File: src/rtl/pwx_pkg.sv
package pwx_pkg;
  localparam int unsigned REG_W    = 64;
  localparam int unsigned WIN_LSB  = 20;
  localparam int unsigned WIN_MSB  = 31;
  localparam int unsigned PTE_IDX_LSB = 13;
  localparam int unsigned TBL_SHIFT = 10;
  localparam int unsigned PG_SHIFT  = 12;
  localparam int unsigned OFS_BITS  = 13;

  localparam logic [REG_W-1:0] WIN_FIELD =
    ((REG_W'(1) << (WIN_MSB + 1)) - 1) ^ ((REG_W'(1) << WIN_LSB) - 1);
  localparam logic [REG_W-1:0] LOW_KEEP = (REG_W'(1) << WIN_LSB) - 1;
  localparam logic [REG_W-1:0] IDX_FIELD =
    ((REG_W'(1) << WIN_LSB) - 1) ^ ((REG_W'(1) << PTE_IDX_LSB) - 1);
  localparam logic [REG_W-1:0] TBL_LOW = (REG_W'(1) << TBL_SHIFT) - 1;
  localparam logic [REG_W-1:0] OFS_KEEP = (REG_W'(1) << OFS_BITS) - 1;

  typedef enum logic [0:0] {
    ST_IDLE = 1'b0,
    ST_WAIT = 1'b1
  } xl_state_t;
endpackage

File: src/rtl/pwx_win_eval.sv
module pwx_win_eval
  import pwx_pkg::*;
#(
  parameter int unsigned AW = 32,
  parameter int unsigned DW = 34
) (
  input  logic [AW-1:0]    bus_i,
  input  logic [REG_W-1:0] base_i,
  input  logic [REG_W-1:0] mask_i,
  input  logic [REG_W-1:0] tbase_i,
  output logic             hit_o,
  output logic             sg_o,
  output logic [DW-1:0]    direct_o,
  output logic [REG_W-1:0] pte_addr_o
);
  logic [REG_W-1:0] bus_x, field, cmp, keep, tbl_mask;

  always_comb begin
    bus_x    = REG_W'(bus_i);
    field    = mask_i & WIN_FIELD;
    cmp      = ~mask_i & WIN_FIELD;
    hit_o    = base_i[0] && (((bus_x ^ base_i) & cmp) == '0);
    sg_o     = base_i[1];
    keep     = field | LOW_KEEP;
    direct_o = DW'((tbase_i & ~keep) | (bus_x & keep));
    tbl_mask = ~((field >> TBL_SHIFT) | TBL_LOW);
    pte_addr_o = (tbase_i & tbl_mask) |
                 ((bus_x & (field | IDX_FIELD)) >> TBL_SHIFT);
  end
endmodule

File: src/rtl/pwx_prio_sel.sv
module pwx_prio_sel #(
  parameter int unsigned N = 4
) (
  input  logic [N-1:0] req_i,
  output logic [N-1:0] grant_o,
  output logic         any_o
);
  always_comb begin
    grant_o = '0;
    any_o   = 1'b0;
    for (int i = 0; i < N; i++) begin
      if (req_i[i] && !any_o) begin
        grant_o[i] = 1'b1;
        any_o      = 1'b1;
      end
    end
  end
endmodule

File: src/rtl/pci_window_xlate.sv
module pci_window_xlate
  import pwx_pkg::*;
#(
  parameter int unsigned NWIN = 4,
  parameter int unsigned AW   = 32,
  parameter int unsigned DW   = 34
) (
  input  logic                  clk,
  input  logic                  rst,
  input  logic                  req_valid_i,
  input  logic [AW-1:0]         req_addr_i,
  output logic                  req_ready_o,
  output logic                  res_valid_o,
  output logic [DW-1:0]         res_addr_o,
  input  logic [NWIN*REG_W-1:0] win_base_i,
  input  logic [NWIN*REG_W-1:0] win_mask_i,
  input  logic [NWIN*REG_W-1:0] win_tbase_i,
  output logic                  mem_req_o,
  output logic [REG_W-1:0]      mem_addr_o,
  input  logic                  mem_rsp_valid_i,
  input  logic [REG_W-1:0]      mem_rsp_data_i
);
  logic [NWIN-1:0]  hit, sg, grant;
  logic [DW-1:0]    dir_a [NWIN];
  logic [REG_W-1:0] pte_a [NWIN];
  logic             any_hit, sel_sg;
  logic [DW-1:0]    sel_dir;
  logic [REG_W-1:0] sel_pte;
  logic [AW-1:0]    bus_q;
  xl_state_t        st;
  logic             accept;

  for (genvar g = 0; g < NWIN; g++) begin : g_win
    pwx_win_eval #(.AW(AW), .DW(DW)) u_win (
      .bus_i      (req_addr_i),
      .base_i     (win_base_i[g*REG_W +: REG_W]),
      .mask_i     (win_mask_i[g*REG_W +: REG_W]),
      .tbase_i    (win_tbase_i[g*REG_W +: REG_W]),
      .hit_o      (hit[g]),
      .sg_o       (sg[g]),
      .direct_o   (dir_a[g]),
      .pte_addr_o (pte_a[g])
    );
  end

  pwx_prio_sel #(.N(NWIN)) u_sel (
    .req_i   (hit),
    .grant_o (grant),
    .any_o   (any_hit)
  );

  always_comb begin
    sel_sg  = 1'b0;
    sel_dir = '0;
    sel_pte = '0;
    for (int i = 0; i < NWIN; i++) begin
      if (grant[i]) begin
        sel_sg  = sg[i];
        sel_dir = dir_a[i];
        sel_pte = pte_a[i];
      end
    end
  end

  assign req_ready_o = (st == ST_IDLE);
  assign accept      = req_valid_i && (st == ST_IDLE);

  always_ff @(posedge clk) begin
    if (rst) begin
      st          <= ST_IDLE;
      res_valid_o <= 1'b0;
      res_addr_o  <= '0;
      mem_req_o   <= 1'b0;
      mem_addr_o  <= '0;
      bus_q       <= '0;
    end else begin
      res_valid_o <= 1'b0;
      mem_req_o   <= 1'b0;
      unique case (st)
        ST_IDLE: begin
          if (accept) begin
            bus_q <= req_addr_i;
            if (any_hit && sel_sg) begin
              mem_addr_o <= sel_pte;
              mem_req_o  <= 1'b1;
              st         <= ST_WAIT;
            end else begin
              res_valid_o <= 1'b1;
              res_addr_o  <= any_hit ? sel_dir : DW'(req_addr_i);
            end
          end
        end
        ST_WAIT: begin
          if (mem_rsp_valid_i) begin
            res_valid_o <= 1'b1;
            res_addr_o  <= DW'(((mem_rsp_data_i & ~REG_W'(1)) << PG_SHIFT) |
                               (REG_W'(bus_q) & OFS_KEEP));
            st          <= ST_IDLE;
          end
        end
        default: st <= ST_IDLE;
      endcase
    end
  end

  p_reset_state_r1: assert property (@(posedge clk)
    $past(rst) |-> (!res_valid_o && !mem_req_o && req_ready_o));

  p_one_grant_r3: assert property (@(posedge clk) disable iff (rst)
    $onehot0(grant));

  p_direct_lat_r5: assert property (@(posedge clk) disable iff (rst)
    (req_valid_i && req_ready_o && !(any_hit && sel_sg))
      |=> (res_valid_o && !mem_req_o && req_ready_o));

  p_sg_issue_r6: assert property (@(posedge clk) disable iff (rst)
    (req_valid_i && req_ready_o && any_hit && sel_sg)
      |=> (mem_req_o && !res_valid_o && !req_ready_o));

  p_addr_hold_r6: assert property (@(posedge clk) disable iff (rst)
    (!req_ready_o && !mem_req_o) |-> $stable(mem_addr_o));

  p_rsp_done_r7: assert property (@(posedge clk) disable iff (rst)
    (!req_ready_o && mem_rsp_valid_i) |=> (res_valid_o && req_ready_o));

  p_idle_quiet_r10: assert property (@(posedge clk) disable iff (rst)
    (req_ready_o && !req_valid_i) |=> (!res_valid_o && !mem_req_o));
endmodule

File: config.mk
export PLATFORM = sky130hd
export DESIGN_NAME = pci_window_xlate
export DESIGN_NICKNAME = d
export VERILOG_FILES = /design/src/rtl/pwx_pkg.sv /design/src/rtl/pwx_win_eval.sv /design/src/rtl/pwx_prio_sel.sv /design/src/rtl/pci_window_xlate.sv
export SDC_FILE = /design/constraint.sdc
export NUM_CORES = 1
export LEC_CHECK = 0
export BUFFER_PORTS_ARGS = -buffer_cell sky130_fd_sc_hd__buf_2
export CAP_MARGIN = 20
export CELL_PAD_IN_SITES_DETAIL_PLACEMENT = 1
export CELL_PAD_IN_SITES_GLOBAL_PLACEMENT = 2
export CORE_AREA = 4 4 371 373
export DETAILED_ROUTE_END_ITERATION = 10
export DIE_AREA = 0 0 375 377
export MAX_ROUTING_LAYER = met4
export PLACE_DENSITY = 0.53
export SLEW_MARGIN = 20
export SYNTH_ARGS = -nofsm -noshare
export SYNTH_HDL_FRONTEND = slang
export SYNTH_HIERARCHICAL = 1
export SYNTH_SLANG_ARGS = --single-unit
File: constraint.sdc
create_clock -name clk -period 9.2 [get_ports clk]
set_input_delay 1.38 -clock clk [delete_from_list [all_inputs] [get_ports clk]]
set_output_delay 1.38 -clock clk [all_outputs]
set_load 0.05 [all_outputs]
==> flow_summary.yaml <==
placement:
  port_buffers: 477
  placedInstanceArea_mm2: 0.0138
  gp_congestion: 0.794
  hpwl_um: 70200
final_layout:
  fin_util: 0.108
  layout-drive-gt1-share: 0.380
  syn_to_final_growth_pct: 24.2
  fin_nets: 2589
  design_area_mm2: 0.0145
setup_path:
  end_kind: "flip-flop"
  reg2reg_depth: 5
  r2r_setup_slack_ns: 5.87
  worstPathCellList: "buf_2 -> xnor2_1 -> o22ai_1 -> or4_1 -> nor4_2 -> or4_2 -> nand2_1 -> or4_4 -> buf_4 -> a221oi_1 -> nor3_1"
  rr_startpoint: "st$_SDFF_PP0_"
  startpoint_type: "primary input"
  required_ns: 9.55
  worstSetupPathDepth: 11
  crit_fanout: 25
  rr_endpoint: "mem_addr_o[14]$_SDFFE_PP0P_"
  crit_start: "req_addr_i[21]"
  crit_type: "in2reg"
  path_delay_family: "simple AND/OR/NAND/NOR gates"
  crit_slowest_cell: "or4_4"
  cp.arrival_ns: 6.36
  max_stage_delay_ns: 0.80
  cp.buffers_inverters: 2
  endpoint: "mem_addr_o[14]$_SDFFE_PP0P_"
yosys:
  syn_avg_cell_area_um2: 7.28
  netlist_top_cells_area: "dfxtp_1 (20%), buf_4 (19%), o21ai_0 (5.7%)"
  synth_top_cell_by_area: "dfxtp_1"
  synthArstFlopShare: 0
  ys_ff_latch: 114
  synth_enable_flop_cells: 0
  synth_common_cells: "buf_4 (303), nand2_1 (174), inv_1 (155)"
  synth.cell_area_mm2: 0.0117
  synth_cells: 1604
  post-synth-top-count-cell: "buf_4"
  synthDistinctLibCells: 37
  ys_seq_area_frac: 0.195
  ys.flop_type: "dfxtp_1"
  netlist.area_leader.share: 0.195
  ys_warn_count: 6
timing:
  period_minus_slack_ns: 6.01
  slew_violations: 0
  tightest_slew_ns: 1.19
  fmax_mhz: 166
  max_slew_margin: 0.197
  finalHoldViolations: 0
  finClkSkew_ns: 0.00854
  rsz0062_at_grt: "no"
  setup-tns-final_ns: 0
  setup-violations-final: 0
  fin_crit_sh: 0.653
clock_network:
  numCtsBuffers: 17
  clk_pin_slew_ns: 0.06
  htreeDepth: 4
  cts_buffer_depth: 2
  cts-root-buf: "clkbuf_16"
  clock_latency_ns: 0.52
  cts_sinks: 114
  cts_hold_buf: 0
  cts_resized: 0
  cts_tree: "built"
  post_cts_buffers: 0
floorplanning:
  core_area_mm2: 0.135
  start_util: 0.0868
  rows: 135
  fp.dieH_um: 377
  ioPinCount: 969
  die_x_um: 375
  dieArea_mm2: 0.141
global_route:
  grt_start_max_net_pins: 69
  track_usage: 0.121
  gr-total-overflow: 0
  grt_pass1_vias: 11900
  grt_pass1_wl_um: 110000
  antenna_found_initial: 85
routing:
  drtAntennaViolNets: 0
  dr.pass1.iters: 5
  wirelength_um: 85400
  via_per_inst: 3.32
  drc: 0
  drtIter0Drc: 559
  post_drt_wl_per_cell_um: 24.0
  num_vias: 11800
power_and_ir_drop:
  power.leakage_nw: 5.99
  finalPower_mw: 1.74
  powerDensity_mw_per_mm2: 120
  peakVddDrop_mv: 0.126
min_path:
  holdCritPathClass: "reg2reg"
status:
  status: "complete, no violations"
run:
  maxCapViolations: 0
-- cells in the final DEF (no fill, tap or decap), types with 5 or more instances in the layout --
cell / netlist / routed
xnor2_1: 48 / 48
dfxtp_1: 114 / 113
nand3_2: 30 / 30
a221o_1: 65 / 64
buf_4: 303 / 25
o22ai_1: 54 / 54
o21ai_0: 132 / 131
a221oi_2: 40 / 40
a21oi_2: 30 / 30
nand2_1: 174 / 173
nor3_1: 68 / 68
inv_1: 155 / 154
diode_2: 0 / 47
inv_6: 0 / 5
clkbuf_16: 0 / 17
nor2_1: 73 / 73
conb_1: 4 / 12
buf_2: 8 / 476
a22oi_1: 32 / 32
a221oi_1: 58 / 58
a21oi_1: 81 / 81
-- routing by layer --
metal / part of all wire / track usage / wire length, um
met1: 0.45 / 0.147 / 38500
met2: 0.45 / 0.187 / 38200
met3: 0.082 / 0.0497 / 7040
met4: 0.020 / 0.0290 / 1680
met5: 0 / - / 0
-- through the flow --
step	hold slack [ns]	std cells	setup slack, ns
6_report	0.458	3562	3.19
5_1_grt	0.477	3555	2.91
4_1_cts	0.460	3515	3.07
3_5_place_dp	0.450	3483	2.49
3_3_place_gp	0.444	3482	2.53
2_1_floorplan	0.437	1612	5.15
-- registers in the layout (all words and copies together), names as in the netlist --
name and count:
mem_req_o 1, st 1, res_valid_o 1, mem_addr_o 64
bus_q 13, res_addr_o 34
-- how the worst min path moves through the flow --
| stage | startpoint | end | slack, ns | cells past startpoint |
|---|---|---|---|---|
| floorplan | bus_q[0]$_SDFFE_PP0P_ | bus_q[0]$_SDFFE_PP0P_ | 0.44 | 2 |
| global placement | bus_q[0]$_SDFFE_PP0P_ | bus_q[0]$_SDFFE_PP0P_ | 0.44 | 2 |
| detailed placement | bus_q[10]$_SDFFE_PP0P_ | bus_q[10]$_SDFFE_PP0P_ | 0.45 | 2 |
| CTS | bus_q[10]$_SDFFE_PP0P_ | bus_q[10]$_SDFFE_PP0P_ | 0.46 | 2 |
| global route | res_addr_o[1]$_SDFFE_PP0P_ | res_addr_o[1]$_SDFFE_PP0P_ | 0.48 | 2 |
| finish | bus_q[10]$_SDFFE_PP0P_ | bus_q[10]$_SDFFE_PP0P_ | 0.46 | 2 |
-- worst reg2reg max path, stage by stage (launching register included) --
cell and delay, ns:
dfxtp_4 0.47, nand2b_1 0.61, or4_4 0.93, buf_4 0.36, a221oi_1 0.68, nor3_1 0.11
-- cell families (layout without fill, tap and decap cells) --
logic type | after synthesis | in the layout | synth area share
buffers and inverters | 569 | 691 | 0.290
AOI/OAI and AO/OA | 497 | 497 | 0.322
other | 4 | 59 | 0.00129
DFF | 114 | 114 | 0.195
xor gates and xnor gates | 48 | 48 | 0.0360
and+or+nand+nor | 372 | 372 | 0.155
-- final cells by class --
cell class,count,area [um^2]
clock buffer,18,439
timing repair buffer,504,2610
fill,16300,120000
multi-input combinational,929,6070
tap,1781,2230
inverter,155,582
sequential,114,2290
clock inverter,14,169
antenna,47,118
-- report_power, final --
part           total (mW)  internal [mW]  switching [mW]
logic               0.471          0.160           0.312
registers           0.517          0.509         0.00804
clock network       0.754          0.414           0.340
total                1.74           1.08           0.660
Power figures use the tool's default switching activity.
